[config.mk]
export PLATFORM = sky130hd
export DESIGN_NAME = mi_priv_regbank
export DESIGN_NICKNAME = d
export VERILOG_FILES = /design/src/rtl/mi_regbank_pkg.sv /design/src/rtl/mi_access_check.sv /design/src/rtl/mi_flag_reg.sv /design/src/rtl/mi_priv_regbank.sv
export SDC_FILE = /design/constraint.sdc
export NUM_CORES = 1
export LEC_CHECK = 0
export ABC_AREA = 1
export BUFFER_PORTS_ARGS = -buffer_cell sky130_fd_sc_hd__buf_2
export CAP_MARGIN = 5
export CELL_PAD_IN_SITES_DETAIL_PLACEMENT = 1
export CELL_PAD_IN_SITES_GLOBAL_PLACEMENT = 1
export CORE_AREA = 2 2 134 136
export DETAILED_ROUTE_END_ITERATION = 6
export DIE_AREA = 0 0 136 138
export GPL_TIMING_DRIVEN = 0
export MAX_ROUTING_LAYER = met4
export PLACE_DENSITY = 0.93
export RECOVER_POWER = 100
export SLEW_MARGIN = 20
export SYNTH_ARGS = -nofsm -noshare
export SYNTH_HDL_FRONTEND = slang
export SYNTH_SLANG_ARGS = --single-unit
[constraint.sdc]
create_clock -name clk -period 3.1 [get_ports clk]
set_input_delay 0 -clock clk [delete_from_list [all_inputs] [get_ports clk]]
set_output_delay 0 -clock clk [all_outputs]
set_load 0.05 [all_outputs]
[src/rtl/mi_regbank_pkg.sv]
package mi_regbank_pkg;

    typedef enum logic [0:0] {
        ST_IDLE = 1'b0,
        ST_RESP = 1'b1
    } rb_state_e;

    typedef enum logic [2:0] {
        SEL_NONE,
        SEL_ID,
        SEL_CTRL,
        SEL_SFLAG,
        SEL_AFLAG,
        SEL_CTRL1
    } rb_sel_e;

    localparam logic [1:0] SIZE_WORD = 2'b10;
    localparam int OFF_ID    = 8'h08;
    localparam int OFF_CTRL  = 8'h10;
    localparam int OFF_SFLAG = 8'h18;
    localparam int OFF_AFLAG = 8'h20;
    localparam int OFF_CTRL1 = 8'h28;
    localparam int ALIGN_BITS = 3;

endpackage

[src/rtl/mi_access_check.sv]
module mi_access_check
    import mi_regbank_pkg::*;
#(
    parameter int ADDR_W = 8
) (
    input  logic [ADDR_W-1:0] addr_i,
    input  logic [1:0]        size_i,
    input  logic              write_i,
    input  logic              super_i,
    input  logic              unlock_i,
    output rb_sel_e           sel_o,
    output logic              viol_o
);

    logic shape_bad;
    logic ro_write;
    logic guard_fail;

    always_comb begin
        unique case (addr_i)
            ADDR_W'(OFF_ID):    sel_o = SEL_ID;
            ADDR_W'(OFF_CTRL):  sel_o = SEL_CTRL;
            ADDR_W'(OFF_SFLAG): sel_o = SEL_SFLAG;
            ADDR_W'(OFF_AFLAG): sel_o = SEL_AFLAG;
            ADDR_W'(OFF_CTRL1): sel_o = SEL_CTRL1;
            default:            sel_o = SEL_NONE;
        endcase
    end

    always_comb begin
        shape_bad  = (addr_i[ALIGN_BITS-1:0] != '0) || (size_i != SIZE_WORD);
        ro_write   = write_i && (sel_o == SEL_ID || sel_o == SEL_SFLAG || sel_o == SEL_AFLAG);
        guard_fail = write_i && (sel_o == SEL_CTRL || sel_o == SEL_CTRL1) && !(super_i && unlock_i);
        viol_o     = shape_bad || ro_write || guard_fail;
    end

endmodule

[src/rtl/mi_flag_reg.sv]
module mi_flag_reg #(
    parameter int DATA_W = 32
) (
    input  logic              clk,
    input  logic              rst_n,
    input  logic              clr_i,
    input  logic [DATA_W-1:0] set_i,
    output logic [DATA_W-1:0] q_o
);

    always_ff @(posedge clk or negedge rst_n) begin
        if (!rst_n) begin
            q_o <= '0;
        end else if (clr_i || (set_i != '0)) begin
            q_o <= (clr_i ? '0 : q_o) | set_i;
        end
    end


    flag_hold_chk: assert property (@(posedge clk) disable iff (!rst_n)
        (!clr_i && (set_i == '0)) |=> $stable(q_o));


    flag_set_wins_chk: assert property (@(posedge clk) disable iff (!rst_n)
        (set_i != '0) |=> ((q_o & $past(set_i)) == $past(set_i)));

endmodule

[src/rtl/mi_priv_regbank.sv]
module mi_priv_regbank
    import mi_regbank_pkg::*;
#(
    parameter int          ADDR_W     = 8,
    parameter int          DATA_W     = 32,
    parameter logic [7:0]  REVISION   = 8'h12,
    parameter logic [31:0] CTRL_RESET = 32'h0000_0070
) (
    input  logic              clk,
    input  logic              rst_n,
    input  logic              req_valid,
    output logic              req_ready,
    input  logic [ADDR_W-1:0] req_addr,
    input  logic [1:0]        req_size,
    input  logic              req_write,
    input  logic [DATA_W-1:0] req_wdata,
    input  logic              req_super,
    input  logic              req_from_cpu,
    input  logic              req_buffered,
    input  logic              prot_unlock,
    input  logic [DATA_W-1:0] sync_set_i,
    input  logic [DATA_W-1:0] async_set_i,
    output logic              rsp_valid,
    output logic [DATA_W-1:0] rsp_rdata,
    output logic              rsp_err,
    output logic              trap_pulse,
    output logic [DATA_W-1:0] ctrl_q,
    output logic [DATA_W-1:0] ctrl1_q
);

    localparam logic [DATA_W-1:0] ID_VALUE  = DATA_W'({24'h0008C0, REVISION});
    localparam logic [DATA_W-1:0] ERR_BIT   = DATA_W'(1);
    localparam logic [DATA_W-1:0] CTRL_INIT = DATA_W'(CTRL_RESET);

    rb_state_e state_q, state_d;
    rb_sel_e   sel;
    logic      viol;
    logic      accept;
    logic      legal_wr;
    logic      trap_sync, trap_async;
    logic      sclr, aclr;
    logic [DATA_W-1:0] sflag_q, aflag_q;
    logic [DATA_W-1:0] sflag_set, aflag_set;
    logic [DATA_W-1:0] rd_mux;

    mi_access_check #(.ADDR_W(ADDR_W)) u_check (
        .addr_i   (req_addr),
        .size_i   (req_size),
        .write_i  (req_write),
        .super_i  (req_super),
        .unlock_i (prot_unlock),
        .sel_o    (sel),
        .viol_o   (viol)
    );

    assign accept     = req_valid && (state_q == ST_IDLE);
    assign legal_wr   = accept && req_write && !viol;
    assign trap_sync  = accept && viol && req_from_cpu && !req_buffered;
    assign trap_async = accept && viol && req_from_cpu && req_buffered;
    assign sclr       = accept && !viol && !req_write && req_super && (sel == SEL_SFLAG);
    assign aclr       = accept && !viol && !req_write && req_super && (sel == SEL_AFLAG);
    assign sflag_set  = sync_set_i  | (trap_sync  ? ERR_BIT : '0);
    assign aflag_set  = async_set_i | (trap_async ? ERR_BIT : '0);

    mi_flag_reg #(.DATA_W(DATA_W)) u_sflag (
        .clk   (clk),
        .rst_n (rst_n),
        .clr_i (sclr),
        .set_i (sflag_set),
        .q_o   (sflag_q)
    );

    mi_flag_reg #(.DATA_W(DATA_W)) u_aflag (
        .clk   (clk),
        .rst_n (rst_n),
        .clr_i (aclr),
        .set_i (aflag_set),
        .q_o   (aflag_q)
    );

    // next-state logic: accept and retire transitions
    always_comb begin
        state_d = state_q;
        unique case (state_q)
            ST_IDLE: if (req_valid) state_d = ST_RESP;
            ST_RESP: state_d = ST_IDLE;
            default: state_d = ST_IDLE;
        endcase
    end

    // state register
    always_ff @(posedge clk or negedge rst_n) begin
        if (!rst_n) state_q <= ST_IDLE;
        else        state_q <= state_d;
    end

    always_comb begin
        unique case (sel)
            SEL_ID:    rd_mux = ID_VALUE;
            SEL_CTRL:  rd_mux = ctrl_q;
            SEL_SFLAG: rd_mux = sflag_q;
            SEL_AFLAG: rd_mux = aflag_q;
            SEL_CTRL1: rd_mux = ctrl1_q;
            default:   rd_mux = '0;
        endcase
    end

    // control words
    always_ff @(posedge clk or negedge rst_n) begin
        if (!rst_n) begin
            ctrl_q  <= CTRL_INIT;
            ctrl1_q <= '0;
        end else if (legal_wr) begin
            if (sel == SEL_CTRL)  ctrl_q  <= req_wdata;
            if (sel == SEL_CTRL1) ctrl1_q <= req_wdata;
        end
    end

    // response outputs, captured on accept, shown in ST_RESP
    always_ff @(posedge clk or negedge rst_n) begin
        if (!rst_n) begin
            rsp_rdata  <= '0;
            rsp_err    <= 1'b0;
            trap_pulse <= 1'b0;
        end else begin
            rsp_rdata  <= (accept && !viol && !req_write) ? rd_mux : '0;
            rsp_err    <= accept && viol && !req_from_cpu;
            trap_pulse <= accept && viol && req_from_cpu;
        end
    end

    assign req_ready = (state_q == ST_IDLE);
    assign rsp_valid = (state_q == ST_RESP);


    resp_one_cycle_chk: assert property (@(posedge clk) disable iff (!rst_n)
        rsp_valid |=> !rsp_valid);


    resp_follows_accept_chk: assert property (@(posedge clk) disable iff (!rst_n)
        (req_valid && req_ready) |=> rsp_valid);


    err_trap_excl_chk: assert property (@(posedge clk) disable iff (!rst_n)
        !(rsp_err && trap_pulse));


    trap_in_resp_chk: assert property (@(posedge clk) disable iff (!rst_n)
        (trap_pulse || rsp_err) |-> rsp_valid);


    bad_size_flagged_chk: assert property (@(posedge clk) disable iff (!rst_n)
        (req_valid && req_ready && req_size != SIZE_WORD) |=> (rsp_err || trap_pulse));


    ctrl_guard_chk: assert property (@(posedge clk) disable iff (!rst_n)
        (ctrl_q != $past(ctrl_q)) |-> $past(req_valid && req_ready && req_write && req_super && prot_unlock));

endmodule

[Word-level counts from Yosys, hierarchy flattened]
Index checks and enable logic that the tools add are counted.
Widths: inputs -> output; s select.
Storage, ports and cells
  register bits: 163
  input bits: 114
  output and inout port bits: 100
  logic and storage cells: 68
Cells by class
  equality and inequality tests: 11
  muxes and demuxes: 9
  bitwise gates (word level): 5
  reduce and logical (&&, ||, !) cells: 35
Operators with widths (number)
  $pmux 32 s5: 1
  $mux 32: 3
  $or 32x1->32: 2
  $or 32x32->32: 2
  $reduce_bool 32->1: 2
  $logic_and 1x1->1: 17
  $eq 8x5->1 const B: 2
  $eq 8x6->1 const B: 2
  $pmux 3 s5: 1
  $eq 8x4->1 const B: 1
  $logic_or 1x1->1: 8
  $eq 3x2->1 const B: 2
  $eq 3x3->1 const B: 2
  $logic_not 1->1: 5
  $reduce_and 2->1: 2
  $eq 3x1->1 const B: 1
  $mux 1: 3
  $reduce_bool 3->1: 1
  $ne 2x2->1 const B: 1
  $pmux 1 s2: 1
  $not 1->1: 1

[Logic depth before layout (Yosys ltp)]
Gate-level depths: netlist of the first run.
  depth after elaboration: 15
  depth in mapped cells: 12
  depth with buffers taken out: 11

[Hierarchy]
From an unflattened synthesis of the first run, not the netlist that was laid out.
Second synthesis, totals
  cell total of the unflattened synthesis: 875
  area, all modules: 7170.6 um^2
Modules (own cells, without submodules)
  mi_priv_regbank: instances 1, cells an instance 584, area an instance 4621.9 um^2, seq. area each 2481.1 um^2
  mi_flag_reg: instances 2, cells an instance 132, area an instance 1214.9 um^2, seq. area each 800.8 um^2
  mi_access_check: instances 1, cells an instance 27, area an instance 118.9 um^2, seq. area each 0.0 um^2

[Worst setup path after synthesis of the first run]
OpenSTA, ideal clock, no wires.
  path kind: reg2reg
  start: register state_q, in the netlist rsp_valid
  end: register ctrl1_q[13]
  library setup time: 119 ps
  arrival time: 1647 ps
  data required time: 2981 ps
  slack: 1334 ps
  stages on the path, launching flop included: 8
  path buffers: 1
  period minus slack after synthesis: 1766 ps
  cell sequence: dfrtp_1 -> nor2_2 -> inv_1 -> nor2_1 -> nand3_4 -> buf_6 -> nand2_2 -> o21ai_2
On the way
  word-level cells in the longest chain between the ends: 5
RTL lines
  start: declaration: line mi_priv_regbank.sv:35  | rb_state_e state_q, state_d;
  start signal: assignment: line mi_priv_regbank.sv:94  | else state_q <= state_d;
  $not 1->1: line mi_priv_regbank.sv:56  | assign accept = req_valid && (state_q == ST_IDLE);
  $logic_and 1x1->1: line mi_priv_regbank.sv:56
  $logic_and 1x1->1 (2 in a row): line mi_priv_regbank.sv:57  | assign legal_wr = accept && req_write && !viol;
  $reduce_and 2->1 (no line)
  end signal: assignment: line mi_priv_regbank.sv:115  | if (sel == SEL_CTRL1) ctrl1_q <= req_wdata;
  end: declaration: line mi_priv_regbank.sv:28  | output logic [DATA_W-1:0] ctrl1_q
Every way passes these cells.
A chain may end at the register's enable or synchronous reset.

[Final worst setup path of the first run]
  start: register state_q, in the netlist rsp_valid
  end: register ctrl1_q[28]
Same word-level chain as after synthesis.

==> flow_summary.ini, run 1 <==
[detailed_routing]
ant_nets = 0
routed_wl_um = 31600
drc = 0
dr.pass1.iters = 5
avgViaCountPerCell = 5.29
wl_per_cell_um = 23.4
num_vias = 7157
drtIter0Drc = 456

[timing]
setup_viol = 0
hold_viol = 0
slew_violations = 64
period_minus_slack_ns = 2.69
rsz0062_at_grt = no
fin_skew_ns = 0.00904
worst_pin_slew_ns = 1.72
worst_slack_ns = 0.412
fmax_mhz = 372
tns_ns = 0
fin_crit_sh = 0.867
slew_headroom = -0.148

[critical_path]
path_class = reg2reg
r2r_start = rsp_valid
crit_path_start_kind = register
reg2reg_slack_ns = 0.41
r2r_cells = 7
cp_max_fo = 10
arrival_ns = 2.97
crit_required_ns = 3.38
end_kind = register
reg2reg_to = ctrl1_q[28]

[place]
dp.cells = 1211
pre_cts_ws_ns = 1.19
portBuffers = 213
globalplace.congestion = 0.851
dpl_cell_area_mm2 = 0.00838
hpwl_um = 18000

[finish]
nets = 1221
drive_above_1_share = 0.173
stdcell_count = 1352
final_cell_mix = 254 x nand2_1, 160 x dfrtp_1, 126 x clkbuf_1
final_cell_area_mm2 = 0.00969
area_growth_pct = 38.8
final_common_cell = nand2_1
fill_cells = 2180

[grt]
antenna_found_initial = 3
grt_usage = 0.356
grt_pass1_wl_um = 48000
grt_max_degree = 101
grt_pass1_vias = 8090
overflow = 0

[floorplanning]
initial_core_util = 0.398
dieArea_mm2 = 0.0188
ios = 214
core_mm2 = 0.0175
die_h_um = 138
die_w_um = 136
num_rows = 49

[synth]
avgSynthCellArea_um2 = 9.10
synth_fp_nets = 882
ys_seq_area_frac = 0.584
synthCells = 768
synth-seq-cells = 163
syn_area_mm2 = 0.00699
yosysWarningCount = 0
yosysUniqueCellTypes = 29

[cts]
cts_setup_buffers = 0
cts_root_buf = clkbuf_16
path_clk_slew_ns = 0.06
insertion_delay_ns = 0.44
clockBufferDepth = 2
cts.sinks = 163
cts_tree = done
cts-htree-levels = 4
cts_buffers = 17

[hold_path]
min_path_type = in2reg
whs_endpoint = u_sflag.q_o[0]
hold_depth = 6
min_from = req_buffered

[job]
maxCapViolations = 1

[power]
switching_share = 0.234
vdd_drop_max_v = 0.000421
comb_power_share = 0.071
leakage_nw = 4.90
p_int_mw = 3.58
power_frac_clock = 0.472
power_density_mw_per_mm2 = 481
p_sw_mw = 1.09
seqPwrFrac = 0.457

[outcome]
violations = capacitance limit, slew limit
status = finished with violations
[sequential cells by signal (all words and copies together), names as in the netlist]
name         cells
ctrl_q          32
ctrl1_q         32
rsp_err          1
u_sflag.q_o     32
rsp_valid        1
trap_pulse       1
u_aflag.q_o     32
rsp_rdata       32
[worst max-delay path by stage]
stage,to,from
6_report,ctrl1_q[28],rsp_valid
5_1_grt,ctrl1_q[22],rsp_valid
4_1_cts,u_aflag.q_o[0],req_write
3_5_place_dp,rsp_rdata[16],req_addr[0]
3_3_place_gp,rsp_rdata[25],rst_n
2_1_floorplan,ctrl1_q[13],rsp_valid
[stage by stage]
step	hold slack, ns	util	total power [mW]
global route	0.0697	0.553	4.77
finish	0.0486	0.553	4.67
CTS	0.0434	0.572	4.61
global placement	0.185	0.476	2.37
floorplan	-0.296	-	2.24
detailed placement	-0.0260	0.478	2.38
[layer usage]
layer	vias up	part of all wire	wire, um	global-route usage
met5	-	0	0	-
met2	400	0.50	15700	0.578
li1	3050	-	-	-
met1	3552	0.37	11800	0.400
met3	155	0.063	1990	0.0722
met4	0	0.068	2140	0.218
[cell type report]
class                   count  area, um2  area share
diodes                      3       7.51    0.000774
plain buffers              33        159      0.0164
clock buffers              23        458      0.0472
clock inverters             9        131      0.0136
inverters                 123        464      0.0479
multi-input cells         449       2080       0.214
flip-flops and latches    163       4080       0.421
well taps                 229        287      0.0296
repair buffers            320       2030       0.209
[cells by family (layout without fill, tap and decap cells)]
| logic type | after synthesis | in the layout | synth area share |
|---|---|---|---|
| simple gates | 301 | 301 | 0.184 |
| flops | 163 | 163 | 0.584 |
| buf+inv | 156 | 508 | 0.104 |
| compound gates | 148 | 148 | 0.128 |
| other cells | 0 | 3 | 0 |
[power groups by stage]
stage	registers [mW]	clock network, mW	logic, mW
6_report	2.13	2.20	0.329
5_1_grt	2.13	2.28	0.355
4_1_cts	2.13	2.16	0.318
3_5_place_dp	2.17	0	0.213
3_3_place_gp	2.17	0	0.199
2_1_floorplan	2.18	0	0.0544
[worst max-delay path, cell delays in order, from the launching register on]
cell,delay (ns)
dfrtp_1,0.40
nor2_1,0.51
inv_1,0.17
nor2_1,0.19
nand3_1,0.47
clkbuf_1,0.49
nand2_2,0.15
o21ai_0,0.14
[repair_timing]
| action | 4_1_cts | 5_1_grt |
|---|---|---|
| gates resized for setup | 0 | 0 |
| endpoints found under the hold margin | 196 | 0 |
| hold buffers | 106 | 0 |
[synth_stat cells]
cell        n  share of area
o211ai_1    5         0.0054
o21ai_1    46          0.033
nand3_2     2         0.0029
dfrtp_1   160           0.57
nand4_1     2         0.0018
nand2_1   254           0.14
nor2_2      2         0.0018
nand3b_1    1         0.0011
o21ai_2    18          0.023
inv_4       1        0.00090
nor2_4      1         0.0016
dfstp_2     3          0.011
nand3_1     1        0.00072
buf_4       5         0.0054
nor3_1      1        0.00072
a22o_1     15          0.019
and3_1      1        0.00090
buf_2      10         0.0072
inv_1     115          0.062
nand3_4     4          0.010
buf_6      14          0.023
a21oi_1    61          0.044
inv_2       6         0.0032
a21oi_4     1         0.0023
clkinv_1    1        0.00054
nor2_1      8         0.0043
nand2_2    24          0.021
a221oi_1    2         0.0025
clkbuf_1    4         0.0021
Power figures use the tool's default switching activity.
==> run 2, diff against run 1 <==
RECOVER_POWER = 25   (was 100)
==> flow_summary.ini, run 2 (synthesis gave the netlist of run 1 again) <==
[job]
maxCapViolations = 1

[finish]
final_cell_mix = 254 x nand2_1, 192 x buf_2, 160 x dfrtp_1
nets = 1221
final_cell_area_mm2 = 0.00998
area_growth_pct = 42.9
final_common_cell = nand2_1
drive_above_1_share = 0.269

[grt]
overflow = 0
antenna_found_initial = 3
grt_pass1_vias = 8090
grt_usage = 0.356
grt_max_degree = 101
grt_pass1_wl_um = 48000

[floorplanning]
die_h_um = 138
die_w_um = 136
initial_core_util = 0.398
core_mm2 = 0.0175
num_rows = 49
ios = 214
dieArea_mm2 = 0.0188

[timing]
slew_violations = 64
worst_pin_slew_ns = 1.72
tns_ns = 0
setup_viol = 0
worst_slack_ns = 0.554
fin_skew_ns = 0.0100
fin_crit_sh = 0.821
hold_slack_ns = 0.0433
period_minus_slack_ns = 2.55
hold_viol = 0
rsz0062_at_grt = no
slew_headroom = -0.145
fmax_mhz = 393

[detailed_routing]
drc = 0
drtIter0Drc = 484
dr.pass1.iters = 5
ant_nets = 0
wl_per_cell_um = 23.6
routed_wl_um = 31900
num_vias = 7244
avgViaCountPerCell = 5.36

[cts]
clockBufferDepth = 2
cts_tree = done
cts_buffers = 17
insertion_delay_ns = 0.44
cts_resized = 0
path_clk_slew_ns = 0.06
cts_root_buf = clkbuf_16
cts.sinks = 163
cts-htree-levels = 4

[critical_path]
critPathBufInv = 3
crit_slowest_cell = dlygate4sd3_1
cp_max_fo = 6
crit_required_ns = 3.48
crit_path_start_kind = register
path_class = reg2reg
cpLargestDelayFamily = buffers and inverters
critPathMaxStageDelay_ns = 0.57
arrival_ns = 2.92
end_kind = register
worstPathCellList = nor2_1 > nand4_1 > nand2_1 > dlygate4sd3_1 > inv_1 > nand2_1 > dlygate4sd3_1

[power]
power_density_mw_per_mm2 = 468
vdd_drop_max_v = 0.000422
leakage_nw = 5.30
total_power_mw = 4.67

[place]
globalplace.congestion = 0.851
portBuffers = 213
pre_cts_ws_ns = 1.19
dpl_cell_area_mm2 = 0.00838
hpwl_um = 18000

[hold_path]
min_path_type = in2reg

[outcome]
status = finished with violations
violations = capacitance limit, slew limit
run 2: what timing repair did:
item / 4_1_cts / 5_1_grt
setup buffers: 0 / 0
hold buffers: 106 / 0
hold endpoints to repair: 196 / 0
run 2: report_power, final:
| group | internal (mW) | switching, mW | leakage [nW] |
|---|---|---|---|
| Sequential | 2.13 | 0.00222 | 1.93 |
| Clock | 1.29 | 0.917 | 0.277 |
| Combinational | 0.158 | 0.178 | 3.09 |
| Total | 3.58 | 1.10 | 5.30 |
run 2: cell type report:
cell class                      count  area (um2)
Timing Repair Buffer              320        2120
Fill cell                        2125        7550
Sequential cell                   163        4080
Multi-Input combinational cell    449        2180
Inverter                          123         464
Tap cell                          229         287
Clock inverter                      9         131
Antenna cell                        3        7.51
Clock buffer                       23         458
Buffer                             33         260
run 2: stage by stage:
stage,util,cells
final,0.569,1352
after global routing,0.569,1352
after CTS,0.572,1349
after detailed placement,0.478,1211
after global placement,0.476,1210
after floorplan,-,768
run 2: path summary, 6_finish.rpt:
path	cells after the start	slack (ns)	to	start
worst max-delay path	7	0.55	u_aflag.q_o[0]	rsp_valid
worst min-delay path	6	0.04	u_sflag.q_o[0]	req_buffered
worst max register to register	7	0.55	u_aflag.q_o[0]	rsp_valid
worst min register to register	2	0.48	u_sflag.q_o[17]	u_sflag.q_o[17]
max in group asynchronous	3	1.29	u_sflag.q_o[22]	rst_n
min in group asynchronous	2	0.55	ctrl1_q[8]	rst_n
run 2: tightest hold or removal path, stage by stage:
cell and delay [ns]:
buf_2 0.10, inv_1 0.05, nand4_1 0.10, nand2_1 0.06, inv_1 0.07, nand2_1 0.06
run 2: per-layer routing:
metal / up-vias / GRT usage / share of wire
li1: 3048 / - / -
met1: 3594 / 0.400 / 0.36
met2: 431 / 0.578 / 0.49
met3: 171 / 0.0722 / 0.070
met4: 0 / 0.218 / 0.071
met5: - / - / 0
==> run 3, diff against run 2 <==
CORE_AREA = 2 2 147 149   (was 2 2 134 136)
DIE_AREA = 0 0 149 151   (was 0 0 136 138)
PLACE_DENSITY = 0.84   (was 0.93)
clock period = 2.3 ns   (was 3.1 ns; I/O delays follow)
==> flow_summary.ini, run 3 (synthesis gave the netlist of run 1 again) <==
[floorplanning]
die_w_um = 149
initial_core_util = 0.336
dieArea_mm2 = 0.0225
ios = 214
num_rows = 53
die_h_um = 151
core_mm2 = 0.0208

[power]
leakage_nw = 5.46
power_density_mw_per_mm2 = 627
total_power_mw = 6.36
vdd_drop_max_v = 0.000404

[grt]
antenna_found_initial = 1
grt_pass1_wl_um = 43100
grt_max_degree = 69
grt_pass1_vias = 7739
grt_usage = 0.267
overflow = 0

[cts]
cts_root_buf = clkbuf_16
cts_setup_buffers = 0
cts_buffers = 17
cts-htree-levels = 4
clockBufferDepth = 2
cts_tree = done
insertion_delay_ns = 0.43
cts.sinks = 163
path_clk_slew_ns = 0.06

[finish]
drive_above_1_share = 0.297
final_cell_mix = 254 x nand2_1, 222 x buf_2, 160 x dfrtp_1
nets = 1222
area_growth_pct = 45.1
final_common_cell = nand2_1
stdcell_count = 1398

[hold_path]
whs_endpoint = u_sflag.q_o[5]
min_from = req_super
min_path_type = in2reg
hold_depth = 4

[critical_path]
crit_path_start_kind = primary input
cp_max_fo = 4
cpMostUsedCell = dlygate4sd3_1
critPathBufInv = 6
reg2reg_slack_ns = 0.12
worstPathCellList = dlygate4sd3_1 > buf_2 > inv_2 > a21oi_2 > a21oi_4 > nand2_2 > nand4_1 > nand2_1 > dlygate4sd3_1 > inv_1 > nand2_1 > dlygate4sd3_1
critPathMaxStageDelay_ns = 0.57
path_depth = 12
path_class = in2reg
cpLargestDelayFamily = buffers and inverters
r2r_start = rsp_valid
crit_required_ns = 2.61
r2r_cells = 7
arrival_ns = 2.51
crit_slowest_cell = dlygate4sd3_1
reg2reg_to = u_aflag.q_o[0]
end_kind = register

[detailed_routing]
num_vias = 6845
avgViaCountPerCell = 4.90
drc = 0
drtIter0Drc = 307
wl_per_cell_um = 20.0
dr.pass1.iters = 5
ant_nets = 0
routed_wl_um = 28000

[timing]
hold_slack_ns = 0.0492
rsz0062_at_grt = no
slew_headroom = 0.245
worst_pin_slew_ns = 1.13
slew_violations = 0
setup_viol = 0
fin_crit_sh = 0.958
period_minus_slack_ns = 2.20
fin_skew_ns = 0.00885
fmax_mhz = 454
hold_viol = 0

[place]
globalplace.congestion = 0.870
portBuffers = 213
hpwl_um = 18200
dp.cells = 1258

[job]
maxCapViolations = 0

[outcome]
status = finished, final reports clean
-- run 3: report_power, final --
part | switching (mW) | internal, mW | total, mW
clock network | 1.18 | 1.85 | 3.03
registers | 0.00259 | 2.87 | 2.87
logic | 0.227 | 0.220 | 0.447
total | 1.41 | 4.95 | 6.36
-- run 3: final cells by class --
type | instances | area [um2]
Sequential cell | 163 | 4080
Clock inverter | 8 | 153
Multi-Input combinational cell | 449 | 2180
Inverter | 123 | 464
Antenna cell | 2 | 5.00
Timing Repair Buffer | 321 | 2180
Fill cell | 2423 | 10700
Clock buffer | 24 | 462
Tap cell | 275 | 344
Buffer | 33 | 260
-- run 3: worst max path at each step --
| stage | start | endpoint | slack, ns |
|---|---|---|---|
| after floorplan | rsp_valid | ctrl1_q[13] | 0.53 |
| after global placement | rst_n | u_sflag.q_o[25] | -1.29 |
| final | req_write | u_aflag.q_o[0] | 0.1 |
| after CTS | req_write | u_aflag.q_o[0] | 0.17 |
| after global routing | rsp_valid | u_aflag.q_o[0] | 0.008 |
| after detailed placement | req_addr[0] | rsp_rdata[18] | 0.41 |
-- run 3: repair_timing --
item / CTS / global route
hold buffers: 106 / 0
endpoints found under the setup margin: 0 / 1
hold endpoints to repair: 239 / 0
resized for setup: 0 / 1
-- run 3: tightest hold or removal path, cell delays in order --
cell and delay [ns]:
buf_2 0.15, nand3_4 0.14, nand2_1 0.08, nand2_1 0.06
-- run 3: per-stage QoR --
step	setup TNS [ns]	area, um2	setup WS, ns	util
3_3_place_gp	-205.47	8400	-1.29	0.403
2_1_floorplan	0	6990	0.534	-
5_1_grt	0	10100	0.00814	0.487
3_5_place_dp	0	8460	0.412	0.406
6_report	0	10100	0.0962	0.487
4_1_cts	0	10100	0.168	0.487
-- run 3: metal layers --
layer,global-route usage,vias up,part of all wire
met3,0.0443,111,0.044
li1,-,3071,-
met4,0.150,0,0.055
met1,0.306,3402,0.40
met5,-,-,0
met2,0.446,261,0.50
